<file path="config.mk">
export PLATFORM = sky130hd
export DESIGN_NAME = row_match_engine
export DESIGN_NICKNAME = d
export VERILOG_FILES = /design/src/rtl/rme_pkg.sv /design/src/rtl/rme_key_fanout.sv /design/src/rtl/rme_slot_cmp.sv /design/src/rtl/rme_entry_merge.sv /design/src/rtl/rme_prio_extract.sv /design/src/rtl/row_match_engine.sv
export SDC_FILE = /design/constraint.sdc
export NUM_CORES = 1
export LEC_CHECK = 0
export ABC_AREA = 1
export BUFFER_PORTS_ARGS = -buffer_cell sky130_fd_sc_hd__buf_4
export CAP_MARGIN = 30
export CORE_AREA = 4 4 162 164
export DETAILED_ROUTE_END_ITERATION = 10
export DIE_AREA = 0 0 166 168
export SYNTH_ARGS = -nofsm -noshare
export SYNTH_HDL_FRONTEND = slang
export SYNTH_SLANG_ARGS = --single-unit
</file>
<file path="constraint.sdc">
create_clock -name clk -period 0.8 [get_ports clk]
set_clock_uncertainty 0.15 [all_clocks]
set_input_delay 0.04 -clock clk [delete_from_list [all_inputs] [get_ports clk]]
set_output_delay 0.04 -clock clk [all_outputs]
set_load 0.02 [all_outputs]
</file>
<file path="src/rtl/rme_pkg.sv">
package rme_pkg;
   typedef enum logic {WIDTH_NARROW = 1'b0, WIDTH_WIDE = 1'b1} width_e;

   function automatic int idx_bits(input int n);
      return (n > 1) ? $clog2(n) : 1;
   endfunction
endpackage

</file>
<file path="src/rtl/rme_key_fanout.sv">
module rme_key_fanout #(
   parameter int SLOTS = 8,
   parameter int KEY_W = 16
) (
   input  rme_pkg::width_e          width,
   input  logic [2*KEY_W-1:0]       key,
   input  logic [2*KEY_W-1:0]       mode_mask,
   output logic [SLOTS*KEY_W-1:0]   lane_key,
   output logic [SLOTS*KEY_W-1:0]   lane_mode
);
   for (genvar i = 0; i < SLOTS; i++) begin : g_lane
      if (i % 2 == 1) begin : g_odd
         always_comb begin
            if (width == rme_pkg::WIDTH_WIDE) begin
               lane_key[i*KEY_W +: KEY_W]  = key[KEY_W +: KEY_W];
               lane_mode[i*KEY_W +: KEY_W] = mode_mask[KEY_W +: KEY_W];
            end else begin
               lane_key[i*KEY_W +: KEY_W]  = key[KEY_W-1:0];
               lane_mode[i*KEY_W +: KEY_W] = mode_mask[KEY_W-1:0];
            end
         end
      end else begin : g_even
         assign lane_key[i*KEY_W +: KEY_W]  = key[KEY_W-1:0];
         assign lane_mode[i*KEY_W +: KEY_W] = mode_mask[KEY_W-1:0];
      end
   end
endmodule

</file>
<file path="src/rtl/rme_slot_cmp.sv">
module rme_slot_cmp #(
   parameter int SLOTS  = 8,
   parameter int KEY_W  = 16,
   parameter int DATA_W = 8,
   localparam int SLOT_W = 2*KEY_W + DATA_W
) (
   input  logic [SLOTS*SLOT_W-1:0]  row,
   input  logic [SLOTS*KEY_W-1:0]   lane_key,
   input  logic [SLOTS*KEY_W-1:0]   lane_mode,
   output logic [SLOTS-1:0]         slot_hit
);
   for (genvar i = 0; i < SLOTS; i++) begin : g_slot
      logic [KEY_W-1:0] val, dc, bit_ok;
      assign val    = row[i*SLOT_W +: KEY_W];
      assign dc     = row[i*SLOT_W + KEY_W +: KEY_W];
      assign bit_ok = ~(val ^ lane_key[i*KEY_W +: KEY_W])
                    | (lane_mode[i*KEY_W +: KEY_W] & dc);
      assign slot_hit[i] = &bit_ok;
   end
endmodule

</file>
<file path="src/rtl/rme_entry_merge.sv">
module rme_entry_merge #(
   parameter int SLOTS = 8,
   localparam int WIDE_N = SLOTS / 2
) (
   input  rme_pkg::width_e   width,
   input  logic [SLOTS-1:0]  slot_hit,
   output logic [SLOTS-1:0]  ent_match
);
   for (genvar i = 0; i < SLOTS; i++) begin : g_ent
      logic wide_v;
      if (i < WIDE_N) begin : g_pair
         assign wide_v = slot_hit[2*i] & slot_hit[2*i+1];
      end else begin : g_unused
         assign wide_v = 1'b0;
      end
      assign ent_match[i] = (width == rme_pkg::WIDTH_WIDE) ? wide_v : slot_hit[i];
   end
endmodule

</file>
<file path="src/rtl/rme_prio_extract.sv">
module rme_prio_extract #(
   parameter int SLOTS  = 8,
   parameter int KEY_W  = 16,
   parameter int DATA_W = 8,
   localparam int SLOT_W = 2*KEY_W + DATA_W,
   localparam int WIDE_N = SLOTS / 2,
   localparam int IDX_W  = rme_pkg::idx_bits(SLOTS)
) (
   input  rme_pkg::width_e           width,
   input  logic [SLOTS*SLOT_W-1:0]   row,
   input  logic [SLOTS-1:0]          ent_match,
   output logic                      hit,
   output logic [IDX_W-1:0]          idx,
   output logic [2*DATA_W-1:0]       data
);
   logic [2*DATA_W-1:0] cand [SLOTS];

   for (genvar i = 0; i < SLOTS; i++) begin : g_cand
      logic [DATA_W-1:0] own_d;
      assign own_d = row[i*SLOT_W + 2*KEY_W +: DATA_W];
      if (i < WIDE_N) begin : g_wide
         logic [DATA_W-1:0] lo_d, hi_d;
         assign lo_d = row[(2*i)*SLOT_W + 2*KEY_W +: DATA_W];
         assign hi_d = row[(2*i+1)*SLOT_W + 2*KEY_W +: DATA_W];
         assign cand[i] = (width == rme_pkg::WIDTH_WIDE) ? {hi_d, lo_d}
                                                         : {{DATA_W{1'b0}}, own_d};
      end else begin : g_narrow
         assign cand[i] = (width == rme_pkg::WIDTH_WIDE) ? '0
                                                         : {{DATA_W{1'b0}}, own_d};
      end
   end

   always_comb begin
      hit  = 1'b0;
      idx  = '0;
      data = '0;
      for (int i = SLOTS - 1; i >= 0; i--) begin
         if (ent_match[i]) begin
            hit  = 1'b1;
            idx  = IDX_W'(i);
            data = cand[i];
         end
      end
   end
endmodule

</file>
<file path="src/rtl/row_match_engine.sv">
module row_match_engine #(
   parameter int SLOTS   = 8,
   parameter int KEY_W   = 16,
   parameter int DATA_W  = 8,
   parameter bit REG_OUT = 1'b1,
   localparam int SLOT_W = 2*KEY_W + DATA_W,
   localparam int ROW_W  = SLOTS * SLOT_W,
   localparam int IDX_W  = rme_pkg::idx_bits(SLOTS)
) (
   input  logic                  clk,
   input  logic                  rst_n,
   input  logic                  in_valid,
   input  logic                  wide_sel,
   input  logic [ROW_W-1:0]      row,
   input  logic [2*KEY_W-1:0]    key,
   input  logic [2*KEY_W-1:0]    mode_mask,
   output logic                  out_valid,
   output logic [SLOTS-1:0]      match_vec,
   output logic                  hit,
   output logic [IDX_W-1:0]      idx,
   output logic [2*DATA_W-1:0]   data
);
   if (SLOTS < 2)  begin : g_bad_slots  $error("SLOTS must be at least 2");  end
   if (KEY_W < 1)  begin : g_bad_key    $error("KEY_W must be at least 1");  end
   if (DATA_W < 1) begin : g_bad_data   $error("DATA_W must be at least 1"); end

   rme_pkg::width_e width;
   assign width = wide_sel ? rme_pkg::WIDTH_WIDE : rme_pkg::WIDTH_NARROW;

   logic [SLOTS*KEY_W-1:0] lane_key, lane_mode;
   logic [SLOTS-1:0]       slot_hit, ent_match;
   logic                   c_hit;
   logic [IDX_W-1:0]       c_idx;
   logic [2*DATA_W-1:0]    c_data;

   rme_key_fanout #(.SLOTS(SLOTS), .KEY_W(KEY_W)) u_fanout (
      .width(width), .key(key), .mode_mask(mode_mask),
      .lane_key(lane_key), .lane_mode(lane_mode));

   rme_slot_cmp #(.SLOTS(SLOTS), .KEY_W(KEY_W), .DATA_W(DATA_W)) u_cmp (
      .row(row), .lane_key(lane_key), .lane_mode(lane_mode), .slot_hit(slot_hit));

   rme_entry_merge #(.SLOTS(SLOTS)) u_merge (
      .width(width), .slot_hit(slot_hit), .ent_match(ent_match));

   rme_prio_extract #(.SLOTS(SLOTS), .KEY_W(KEY_W), .DATA_W(DATA_W)) u_prio (
      .width(width), .row(row), .ent_match(ent_match),
      .hit(c_hit), .idx(c_idx), .data(c_data));

   if (REG_OUT) begin : g_reg
      always_ff @(posedge clk or negedge rst_n) begin
         if (!rst_n) begin
            out_valid <= 1'b0;
            match_vec <= '0;
            hit       <= 1'b0;
            idx       <= '0;
            data      <= '0;
         end else begin
            out_valid <= in_valid;
            match_vec <= ent_match;
            hit       <= c_hit;
            idx       <= c_idx;
            data      <= c_data;
         end
      end
   end else begin : g_comb
      assign out_valid = in_valid;
      assign match_vec = ent_match;
      assign hit       = c_hit;
      assign idx       = c_idx;
      assign data      = c_data;
   end
endmodule

</file>
==> metrics.txt <==
status=finished, violations left; failing checks=negative hold slack, negative setup slack; Synth top cells by count=507 x nand2_1, 106 x nand3_1, 83 x nor2_1; RSZ-0062 raised after global routing=yes; gr usage total=0.2404; Vias=8900; mapped cell area=5439 um^2; Yosys cell types=37; Psw=slightly below 3 mW; post-synth top area cell=nand2_1; DR DRC count=0; met2 wire length=19170 um; final setup fails=57; cell count after synthesis=between 1000 and 1500; DR top layer=met5; Synth Warn #=0; Post-synth top flop=dfrtp_1; number of synthesized flops with an enable pin=0; hold_ws=-136.1 ps; CTS tree=done; Int Pwr=about 5.1 mW; Setup WS post-layout=-1174 ps; synthesis-stage register bit count=29; Die Wd=166 um; CP dominant cell by count=nand2_1; Synth top area share=0.3499; most numerous cell in the Yosys netlist=nand2_1; CORE AREA=between 20000 and 25000 um^2; Hold Fails Final Rpt=16; power share of the combinational group=0.595; Ports=about 420; Placed Instances=1869; CP Class=input port to register; Die ar.=approximately 28000 um^2; Sequential Power Share=0.182; fmax=roughly 510 MHz; H-tree lvl count=2; Clk network pwr share=0.224; 1st-pass router iterations=5; DR WL met3=around 2600 um; Reg clk slew, reported paths=~50 ps; largest net degree at the start of global routing=31; Worst Path Max Fanout=7; Clock Path Buffers=2; worst-path cell chain=buf_16 -> buf_12 -> o21ai_2 -> buf_6 -> nand2_1 -> nand2_1 -> nand2_1 -> nor2_1 -> nand2_1 -> nor2_4 -> nand3_4 -> buf_4 -> buf_6 -> nand3_2 -> nand3_2 -> a21oi_2; Pwr Density=between 700 and 800 nW/um^2; syn_nets=1442; first-pass GRT wire length=around 52000 um; PortBufs=around 420; Slew @ Worst Pin=between 400 and 500 ps; required time worst endpoint=roughly 850 ps; CP Launch Type=input port; Post-Layout Cell Count=around 1900; HPWL Detailed=approximately 31000 um; Initial Utilization=0.2185; critical path data arrival time=approximately 2000 ps; Seq/Total Area, Yosys=0.1334; CTS Hold Bufs=2; max-cap violations=0; fin nets=~2000; wire per inst=approximately 19 um; Die Y-Extent=168 um; met1 wire length=roughly 13000 um; Syn Area/Cell=between 5 and 6 um^2; TritonCTS buffer count=5; relative slew slack=0.6843; maximum vdd drop=about 850 uV; antenna violations before repair=6; gr ovfl total=0; routed wire length=~36000 um; switch share=0.3662; Layout area overhead=105.1%; CP max stage delay=approximately 250 ps; Leakage=around 6.2 nW; Rows=58; Slew Viols, Final=0; vias in the first global route=around 9000; RD Place Congestion=0.9838; Tmin final=1974 ps; asr flop ratio synth=1.000; Root Driver=clkbuf_16; initial DRC count=520; CTS sink count=29; Final period util=2.467; via/cell ratio=4.669; Hold WC Path Type=input port to register; Final ANT Viol Nets=0; Worst path slowest cell=nor2_4; largest cells by area after synthesis=nand2_1 35%, dfrtp_1 13%, nand3_1 9.8%, xor2_1 6.0%, nor2_1 5.7%; Worst setup EP type=register; share of cells above drive strength 1=0.4669
==> cell usage in the layout (no fill, tap or decap), types with 6 or more instances in the layout <==
cell type,n
dfrtp_1,29
nor2_4,9
buf_6,55
o21ai_1,14
nor2_1,64
nand2_4,44
mux2i_1,8
a21oi_1,33
buf_12,6
a22oi_1,6
nand2_1,437
nand3_1,85
o21ai_0,6
nand3_2,20
xor2_1,37
nand2_2,30
buf_4,473
or2_2,22
clkbuf_16,7
nor2_2,15
or2_4,11
inv_1,57
or2_0,6
nand3b_1,12
nand4_1,18
==> worst paths after layout <==
path	from	to	slack, ps	cells after the start
worst max-delay path	wide_sel	idx[0]	-1170	16
worst min-delay path	row[73]	data[9]	-140	3
max in group asynchronous	rst_n	hit	130	2
min in group asynchronous	rst_n	data[1]	90	2
==> worst max-delay path, delay by kind of cell <==
kind | cells | cell delay (ps)
and+or+nand+nor | 9 | 930
buffers and inverters | 5 | 730
AOI/OAI and AO/OA | 2 | 310
==> logic make-up (layout without fill, tap and decap cells) <==
kind of cell	Yosys count	after routing	synth area share
flip-flops	29	29	0.1334
other	0	4	0
AO/OA/AOI/OAI	78	78	0.07960
multiplexers	8	8	0.01472
buffers and inverters	103	619	0.08029
XOR/XNOR	39	39	0.06280
AND/OR/NAND/NOR	797	799	0.6292
==> per-layer routing <==
layer | GRT usage | vias up
li1 | - | 4381
met3 | 0.04672 | 94
met4 | 0.1069 | 4
met1 | 0.2518 | 3999
met5 | 0 | -
met2 | 0.4632 | 422
==> final cells by class <==
class                           count  area [um^2]
Multi-Input combinational cell    924         5042
Timing Repair inverter              2        28.78
Sequential cell                    29        725.7
Timing Repair Buffer              545         4528
Clock buffer                        6        128.9
Inverter                           64        269.0
Tap cell                          330        412.9
Clock inverter                      2        10.01
Antenna cell                        4        10.01
Fill cell                        2702        13740
==> power groups by stage <==
stage	clock network (mW)	logic [mW]	registers (mW)
5_1_grt	1.90	5.22	1.47
3_5_place_dp	0	4.37	1.50
6_report	1.82	4.83	1.47
3_3_place_gp	0	4.34	1.50
4_1_cts	1.82	4.68	1.47
2_1_floorplan	0	1.84	1.50
==> timing repair <==
item	4_1_cts	5_1_grt
cloned	9	2
buffers inserted	6	6
gates resized for setup	151	61
setup endpoints to repair	57	57
pin swaps	43	34
endpoints found under the hold margin	46	16
==> sequential cells by signal, summed over array words and instances, names as in the netlist <==
name / count
data: 16
match_vec: 8
idx: 3
hit: 1
out_valid: 1
==> per-stage QoR <==
stage	worst slack [ps]	power [mW]	area, um^2	utilization	TNS [ps]
after floorplan	-980.3	3.342	5964	-	-24460
after global placement	-1633	5.838	9932	0.3990	-41110
after detailed placement	-1675	5.869	9932	0.3990	-42120
after CTS	-1132	7.971	10820	0.4348	-33140
after global routing	-1295	8.594	11160	0.4482	-37360
final	-1174	8.119	11160	0.4482	-33870
Power figures use the tool's default switching activity.
